[src/rtl/burst_addr_pkg.sv]
package burst_addr_pkg;

   typedef enum logic [2:0] {
      OP_HOLD       = 3'd0,
      OP_STEP       = 3'd1,
      OP_TAKE_EXT   = 3'd2,
      OP_RECALL     = 3'd3,
      OP_RECALL_BAD = 3'd4
   } addr_op_e;

endpackage

[src/rtl/burst_op_decode.sv]
module burst_op_decode
   import burst_addr_pkg::*;
(
   input  logic     load_n,
   input  logic     count_n,
   input  logic     repeat_n,
   input  logic     base_valid,
   output addr_op_e op
);

   always_comb begin
      if (!repeat_n) begin
         op = base_valid ? OP_RECALL : OP_RECALL_BAD;
      end else if (!load_n) begin
         op = OP_TAKE_EXT;
      end else if (!count_n) begin
         op = OP_STEP;
      end else begin
         op = OP_HOLD;
      end
   end

endmodule

[src/rtl/burst_base_store.sv]
module burst_base_store #(
   parameter int unsigned AW = 18
) (
   input  logic          clk,
   input  logic          rst_n,
   input  logic          capture,
   input  logic [AW-1:0] din,
   output logic [AW-1:0] base_q,
   output logic          valid_q
);

   always_ff @(posedge clk or negedge rst_n) begin
      if (!rst_n) begin
         base_q  <= '0;
         valid_q <= 1'b0;
      end else if (capture) begin
         base_q  <= din;
         valid_q <= 1'b1;
      end
   end

endmodule

[src/rtl/burst_step_unit.sv]
module burst_step_unit #(
   parameter int unsigned BANK_W      = 6,
   parameter int unsigned OFS_W       = 12,
   parameter bit          SPLIT_CARRY = 1'b1
) (
   input  logic [BANK_W+OFS_W-1:0] cur,
   output logic [BANK_W+OFS_W-1:0] nxt
);

   localparam int unsigned AW = BANK_W + OFS_W;

   generate
      if (SPLIT_CARRY) begin : g_split
         logic [OFS_W:0]    ofs_sum;
         logic [BANK_W-1:0] bank_sum;
         always_comb begin
            ofs_sum  = {1'b0, cur[OFS_W-1:0]} + {{OFS_W{1'b0}}, 1'b1};
            bank_sum = cur[AW-1:OFS_W] + {{(BANK_W-1){1'b0}}, ofs_sum[OFS_W]};
            nxt      = {bank_sum, ofs_sum[OFS_W-1:0]};
         end
      end else begin : g_flat
         always_comb begin
            nxt = cur + {{(AW-1){1'b0}}, 1'b1};
         end
      end
   endgenerate

endmodule

[src/rtl/burst_addr_gen.sv]
module burst_addr_gen
   import burst_addr_pkg::*;
#(
   parameter int unsigned BANK_W      = 6,
   parameter int unsigned OFS_W       = 12,
   parameter bit          SPLIT_CARRY = 1'b1,
   localparam int unsigned AW         = BANK_W + OFS_W
) (
   input  logic          clk,
   input  logic          rst_n,
   input  logic [AW-1:0] ext_addr,
   input  logic          load_n,
   input  logic          count_n,
   input  logic          repeat_n,
   output logic [AW-1:0] addr,
   output logic          rpt_err
);

   generate
      if (BANK_W < 2) begin : g_bad_bank
         $error("burst_addr_gen: BANK_W must be at least 2");
      end
      if (OFS_W < 1) begin : g_bad_ofs
         $error("burst_addr_gen: OFS_W must be at least 1");
      end
   endgenerate

   addr_op_e      op;
   logic [AW-1:0] base_q;
   logic          base_valid;
   logic [AW-1:0] step_addr;
   logic [AW-1:0] addr_q;
   logic          err_q;

   burst_op_decode u_decode (
      .load_n     (load_n),
      .count_n    (count_n),
      .repeat_n   (repeat_n),
      .base_valid (base_valid),
      .op         (op)
   );

   burst_base_store #(.AW(AW)) u_base (
      .clk     (clk),
      .rst_n   (rst_n),
      .capture (op == OP_TAKE_EXT),
      .din     (ext_addr),
      .base_q  (base_q),
      .valid_q (base_valid)
   );

   burst_step_unit #(
      .BANK_W      (BANK_W),
      .OFS_W       (OFS_W),
      .SPLIT_CARRY (SPLIT_CARRY)
   ) u_step (
      .cur (addr_q),
      .nxt (step_addr)
   );

   always_ff @(posedge clk or negedge rst_n) begin
      if (!rst_n) begin
         addr_q <= '0;
         err_q  <= 1'b0;
      end else begin
         err_q <= (op == OP_RECALL_BAD);
         unique case (op)
            OP_TAKE_EXT: addr_q <= ext_addr;
            OP_STEP:     addr_q <= step_addr;
            OP_RECALL:   addr_q <= base_q;
            default:     addr_q <= addr_q;
         endcase
      end
   end

   assign addr    = addr_q;
   assign rpt_err = err_q;


   load_takes_ext_chk: assert property (@(posedge clk) disable iff (!rst_n)
      (repeat_n && !load_n) |=> (addr == $past(ext_addr)));


   count_steps_chk: assert property (@(posedge clk) disable iff (!rst_n)
      (repeat_n && load_n && !count_n) |=> (addr == AW'($past(addr) + 1'b1)));


   idle_holds_chk: assert property (@(posedge clk) disable iff (!rst_n)
      (repeat_n && load_n && count_n) |=> $stable(addr));


   recall_base_chk: assert property (@(posedge clk) disable iff (!rst_n)
      (!repeat_n && base_valid) |=> (addr == $past(base_q)));


   recall_bad_chk: assert property (@(posedge clk) disable iff (!rst_n)
      (!repeat_n && !base_valid) |=> (rpt_err && $stable(addr)));


   err_single_chk: assert property (@(posedge clk) disable iff (!rst_n)
      !(!repeat_n && !base_valid) |=> !rpt_err);

endmodule

[config.mk]
export PLATFORM = sky130hd
export DESIGN_NAME = burst_addr_gen
export DESIGN_NICKNAME = d
export VERILOG_FILES = /design/src/rtl/burst_addr_pkg.sv /design/src/rtl/burst_op_decode.sv /design/src/rtl/burst_base_store.sv /design/src/rtl/burst_step_unit.sv /design/src/rtl/burst_addr_gen.sv
export SDC_FILE = /design/constraint.sdc
export NUM_CORES = 1
export LEC_CHECK = 0
export CORE_MARGIN = 8
export CORE_UTILIZATION = 56
export CTS_BUF_LIST = sky130_fd_sc_hd__clkbuf_8
export CTS_CLUSTER_DIAMETER = 50
export DETAILED_ROUTE_END_ITERATION = 16
export GPL_TIMING_DRIVEN = 0
export PLACE_DENSITY = 0.88
export SETUP_SLACK_MARGIN = 0.3
export SYNTH_ARGS = -nofsm -noshare
export SYNTH_HDL_FRONTEND = slang
export SYNTH_SLANG_ARGS = --single-unit
[constraint.sdc]
create_clock -name clk -period 4.03 [get_ports clk]
set_input_delay 1.0075 -clock clk [delete_from_list [all_inputs] [get_ports clk]]
set_output_delay 1.0075 -clock clk [all_outputs]
set_load 0.05 [all_outputs]
Word level (Yosys, flattened, before mapping)

Index checks and enable logic that the tools add are counted.

Bits in registers: 38
Word-level logic and storage cells: 16

$add $sub $neg: 2
Equal/unequal tests: 4
Multiplexer cells: 5
Reduce and logical (&&, ||, !) cells: 1

Operators with widths:

| operator                                                               | count |
|---|---|
| 18-bit one-hot mux with 3 select lines                                 | 1 |
| 12-bit by 1-bit adder with 13-bit output (second input constant)       | 1 |
| 3-bit two-way mux                                                      | 3 |
| 6-bit by 1-bit adder with 6-bit output                                 | 1 |
| 3-bit by 2-bit equality test with 1-bit output (second input constant) | 2 |
| 3-bit by 1-bit equality test with 1-bit output (second input constant) | 1 |
| 3-bit equality test (second input constant)                            | 1 |
| 3-bit nonzero test                                                     | 1 |
| 1-bit two-way mux                                                      | 1 |

Logic depth before layout (Yosys ltp)

Depth after elaboration: 5
Depth in mapped cells: 9
Mapped depth without buffers: 9

Cells and area by module

Synthesis repeated with hierarchy kept, for this count alone.

Cell total of the unflattened synthesis: 213
Area, all modules: 2374.8 µm²

By module, submodules not included:

| module           | instances | cells each | area each (µm²) | seq. area each (µm²) |
|---|---|---|---|---|
| burst_addr_gen   | 1         | 125        | 1305.0          | 475.5 |
| burst_base_store | 1         | 40         | 749.5           | 475.5 |
| burst_step_unit  | 1         | 42         | 286.5           | 0.0 |
| burst_op_decode  | 1         | 6          | 33.8            | 0.0 |

Worst setup path before layout

OpenSTA, ideal clock, no wires.

Path type: register to register
Start: register addr_q[0] (netlist: addr[0])
End: register addr_q[13] (netlist: addr[13])
Arrival: 2.089 ns
Data required time: 3.899 ns
Slack: 1.810 ns
Stages on the path, launching flop included: 9
Path buffers: 0
Period minus slack after synthesis: 2.220 ns
Cells stage by stage: dfrtp_1 ha_1 nand4_1 nor2_1 and3_1 ha_1 ha_1 a222oi_1 nand2_1

Longest elaborated chain between the ends: 3

RTL lines:

| item                                     | line                  | text |
|---|---|---|
| start: declaration                       | burst_addr_gen.sv:32  | `logic [AW-1:0] addr_q;` |
| start signal: assignment                 | burst_addr_gen.sv:68  | `OP_TAKE_EXT: addr_q <= ext_addr;` |
| start signal: assignment                 | burst_addr_gen.sv:69  | `OP_STEP: addr_q <= step_addr;` |
| start signal: assignment                 | burst_addr_gen.sv:70  | `OP_RECALL: addr_q <= base_q;` |
| 12-bit by 1-bit adder with 13-bit output | burst_step_unit.sv:17 | `ofs_sum = {1'b0, cur[OFS_W-1:0]} + {{OFS_W{1'b0}}, 1'b1};` |
| 6-bit by 1-bit adder with 6-bit output   | burst_step_unit.sv:18 | `bank_sum = cur[AW-1:OFS_W] + {{(BANK_W-1){1'b0}}, ofs_sum[OFS_W]};` |
| 18-bit one-hot mux with 3 select lines   | burst_addr_gen.sv:67  | `unique case (op)` |

No other way between the ends.
A chain may end at the register's enable or synchronous reset.

Worst setup path in the final report

Start: register addr_q[0] (netlist: addr[0])
End: output addr[0]

RTL lines:

| item             | line                 | text |
|---|---|---|
| end: declaration | burst_addr_gen.sv:15 | `output logic [AW-1:0] addr,` |

No word-level cell between the ends.

==> out/qor.csv <==
metric;value;unit
outcome;complete, no violations;
finalWorstPathRequiredPeriod;2.64;ns
worstSetupPathType;flip-flop to output port;
synth_edf_count;0;
max-vdd-ir-drop;0.000225;V
drc;0;
cts_buffer_depth;2;
ant_nets;0;
cpPeakStageDelay;0.86;ns
avgSynthCellArea;9.27;um^2
cap_viol_max_count;0;
grt_antenna_before_repair;0;
synthCells;207;
die_h;74.5;um
io_pins;42;
synth-seq-cells;38;
dieArea;0.00556;mm^2
path_clk_slew;0.07;ns
vias_per_cell;5.84;
nNetsFinal;281;
fin_cells;301;
dp_cells;294;
drv_slew;0;
cp_max_fo;7;
die_width;74.5;um
cp_data_required_time;3.02;ns
synthFlopType;dfrtp_1;
drt-total-wl;4.91;mm
syn_to_final_growth;28.1;%
htreeDepth;2;
coreArea;0.00331;mm^2
worstPathArrival;1.63;ns
cts-root-buf;clkbuf_8;
rows;21;
path_cells;clkdlybuf4s50_1;
num-fill-cells;274;
critPathCaptureType;output port;
tightest_slew;0.840;ns
grt_pass1_vias;1769;
final_hold_viol_count;0;
grt_pass1_wl;8.44;mm
synth_warnings;0;
yosysSeqAreaShare;49.5;%
fmax;0.379;GHz
drtIter0Drc;151;
ctsHoldBuffers;0;
start_kind;flip-flop;
hpwl;3.44;mm
cts_resized;0;
cellPowerDensity;419;mW/mm^2
drtPass1Iterations;4;
cts_tree;built;
skew;0.00234;ns
mostFrequentLayoutCells;nand2_1, clkdlybuf4s50_1, dfrtp_1;
ys_types;39;
synth_area;0.00192;mm^2
yosysTopAreaCellShare;49.5;%
leakage;1.13;nW
crit_family;buffers and inverters;
cts_setup_buffers;0;
dpl-instance-area;0.00238;mm^2
clock_sinks;38;
layout_commonest_cell;nand2_1;
num_vias;1758;
grt_util_all_layers;19.8;%
synthTopCellsByArea;dfrtp_1, nand2_1, a222oi_1, nand3_1, a22oi_1;
io_buffers;41;
grt_overflow;0;
worst-path-buf-inv;1;
gp_congestion;0.892;
n_antenna_cell;0;
hp-class;flip-flop to flip-flop;
cts_made_buffers;5;
wl_per_cell;16.3;um
clock_latency;0.29;ns
postSynth.asyncResetShare;100;%
setup_viol;0;
relSlewSlack;44.0;%
drive_gt1_share;7.84;%
syn-num-nets;233;
start_util;58.0;%
yosys.area.top_type;dfrtp_1;
timing.hold.ws;0.477;ns
timing.final.crit_share;65.5;%
stdcell_area;0.00246;mm^2
fin_setup_tns;0;ns
crit_slowest_cell;clkdlybuf4s50_1;
rsz0062_at_grt;no;
grt_max_degree;39;
-- where the power goes --
| part | switching (mW) | total [mW] | internal (mW) |
|---|---|---|---|
| Sequential | 0.0538 | 0.486 | 0.432 |
| Combinational | 0.189 | 0.306 | 0.117 |
| Clock | 0.123 | 0.237 | 0.114 |
-- final timing paths --
check                                 start          endpoint  slack [ns]  depth (start not counted)
hold / removal             u_base.base_q[7]  u_base.base_q[7]        0.48                          2
hold reg to reg            u_base.base_q[7]  u_base.base_q[7]        0.48                          2
max in group asynchronous             rst_n           addr[8]        2.68                          1
min in group asynchronous             rst_n          addr[10]        0.82                          1
setup / recovery                    addr[0]           addr[0]        1.39                          1
setup reg to reg                    addr[0]          addr[13]        1.84                          8
-- cell families (layout without fill, tap and decap cells) --
| family | count (synthesis) | in the layout | share of synthesized area [%] |
|---|---|---|---|
| xor+xnor | 6 | 6 | 2.74 |
| buf+inv | 9 | 57 | 2.74 |
| flops | 38 | 38 | 49.5 |
| simple gates | 109 | 109 | 26.4 |
| fa+ha+maj | 3 | 3 | 1.96 |
| compound gates | 39 | 39 | 15.0 |
| mux | 3 | 3 | 1.63 |
-- routing by layer --
layer / global-route usage [%] / wire length (um) / vias to the layer above
li1: - / - / 837
met1: 25.0 / 2070 / 846
met2: 30.7 / 2300 / 69
met3: 6.60 / 489 / 6
met4: 7.17 / 55 / 0
met5: 0 / 0 / -
-- metrics by stage --
stage | power (mW) | utilization, % | setup slack [ns]
floorplan | 0.672 | - | 1.81
global placement | 0.791 | 72.1 | 1.06
detailed placement | 0.796 | 72.0 | 1.40
CTS | 1.04 | 74.3 | 1.39
global route | 1.08 | 74.3 | 1.34
finish | 1.03 | 74.3 | 1.39
-- synthesized netlist by cell type, types with 3 or more instances --
cell       n
buf_2      6
nand2_1   69
o211ai_1   5
a22oi_1    6
ha_1       3
o22ai_1    3
nand3_1    9
buf_4      3
a222oi_1   6
or3_1      3
xor2_1     5
dfrtp_1   38
o21ai_0    5
and3_1     7
o21ai_1    4
nor2_1     6
-- state kept, by name, summed over array words and instances, names as in the netlist --
name	count
addr	18
u_base.base_q	18
rpt_err	1
u_base.valid_q	1
-- area by class of cell --
cell class | instances | area, um^2 | area share, %
repair buffers | 41 | 405 | 16.5
clock buffers | 5 | 68.8 | 2.80
multi-input cells | 160 | 916 | 37.3
well taps | 46 | 57.6 | 2.34
flip-flops and latches | 38 | 951 | 38.7
clock inverters | 2 | 7.51 | 0.305
plain buffers | 9 | 52.6 | 2.14
Note: power is estimated with default switching activity, not from simulation.
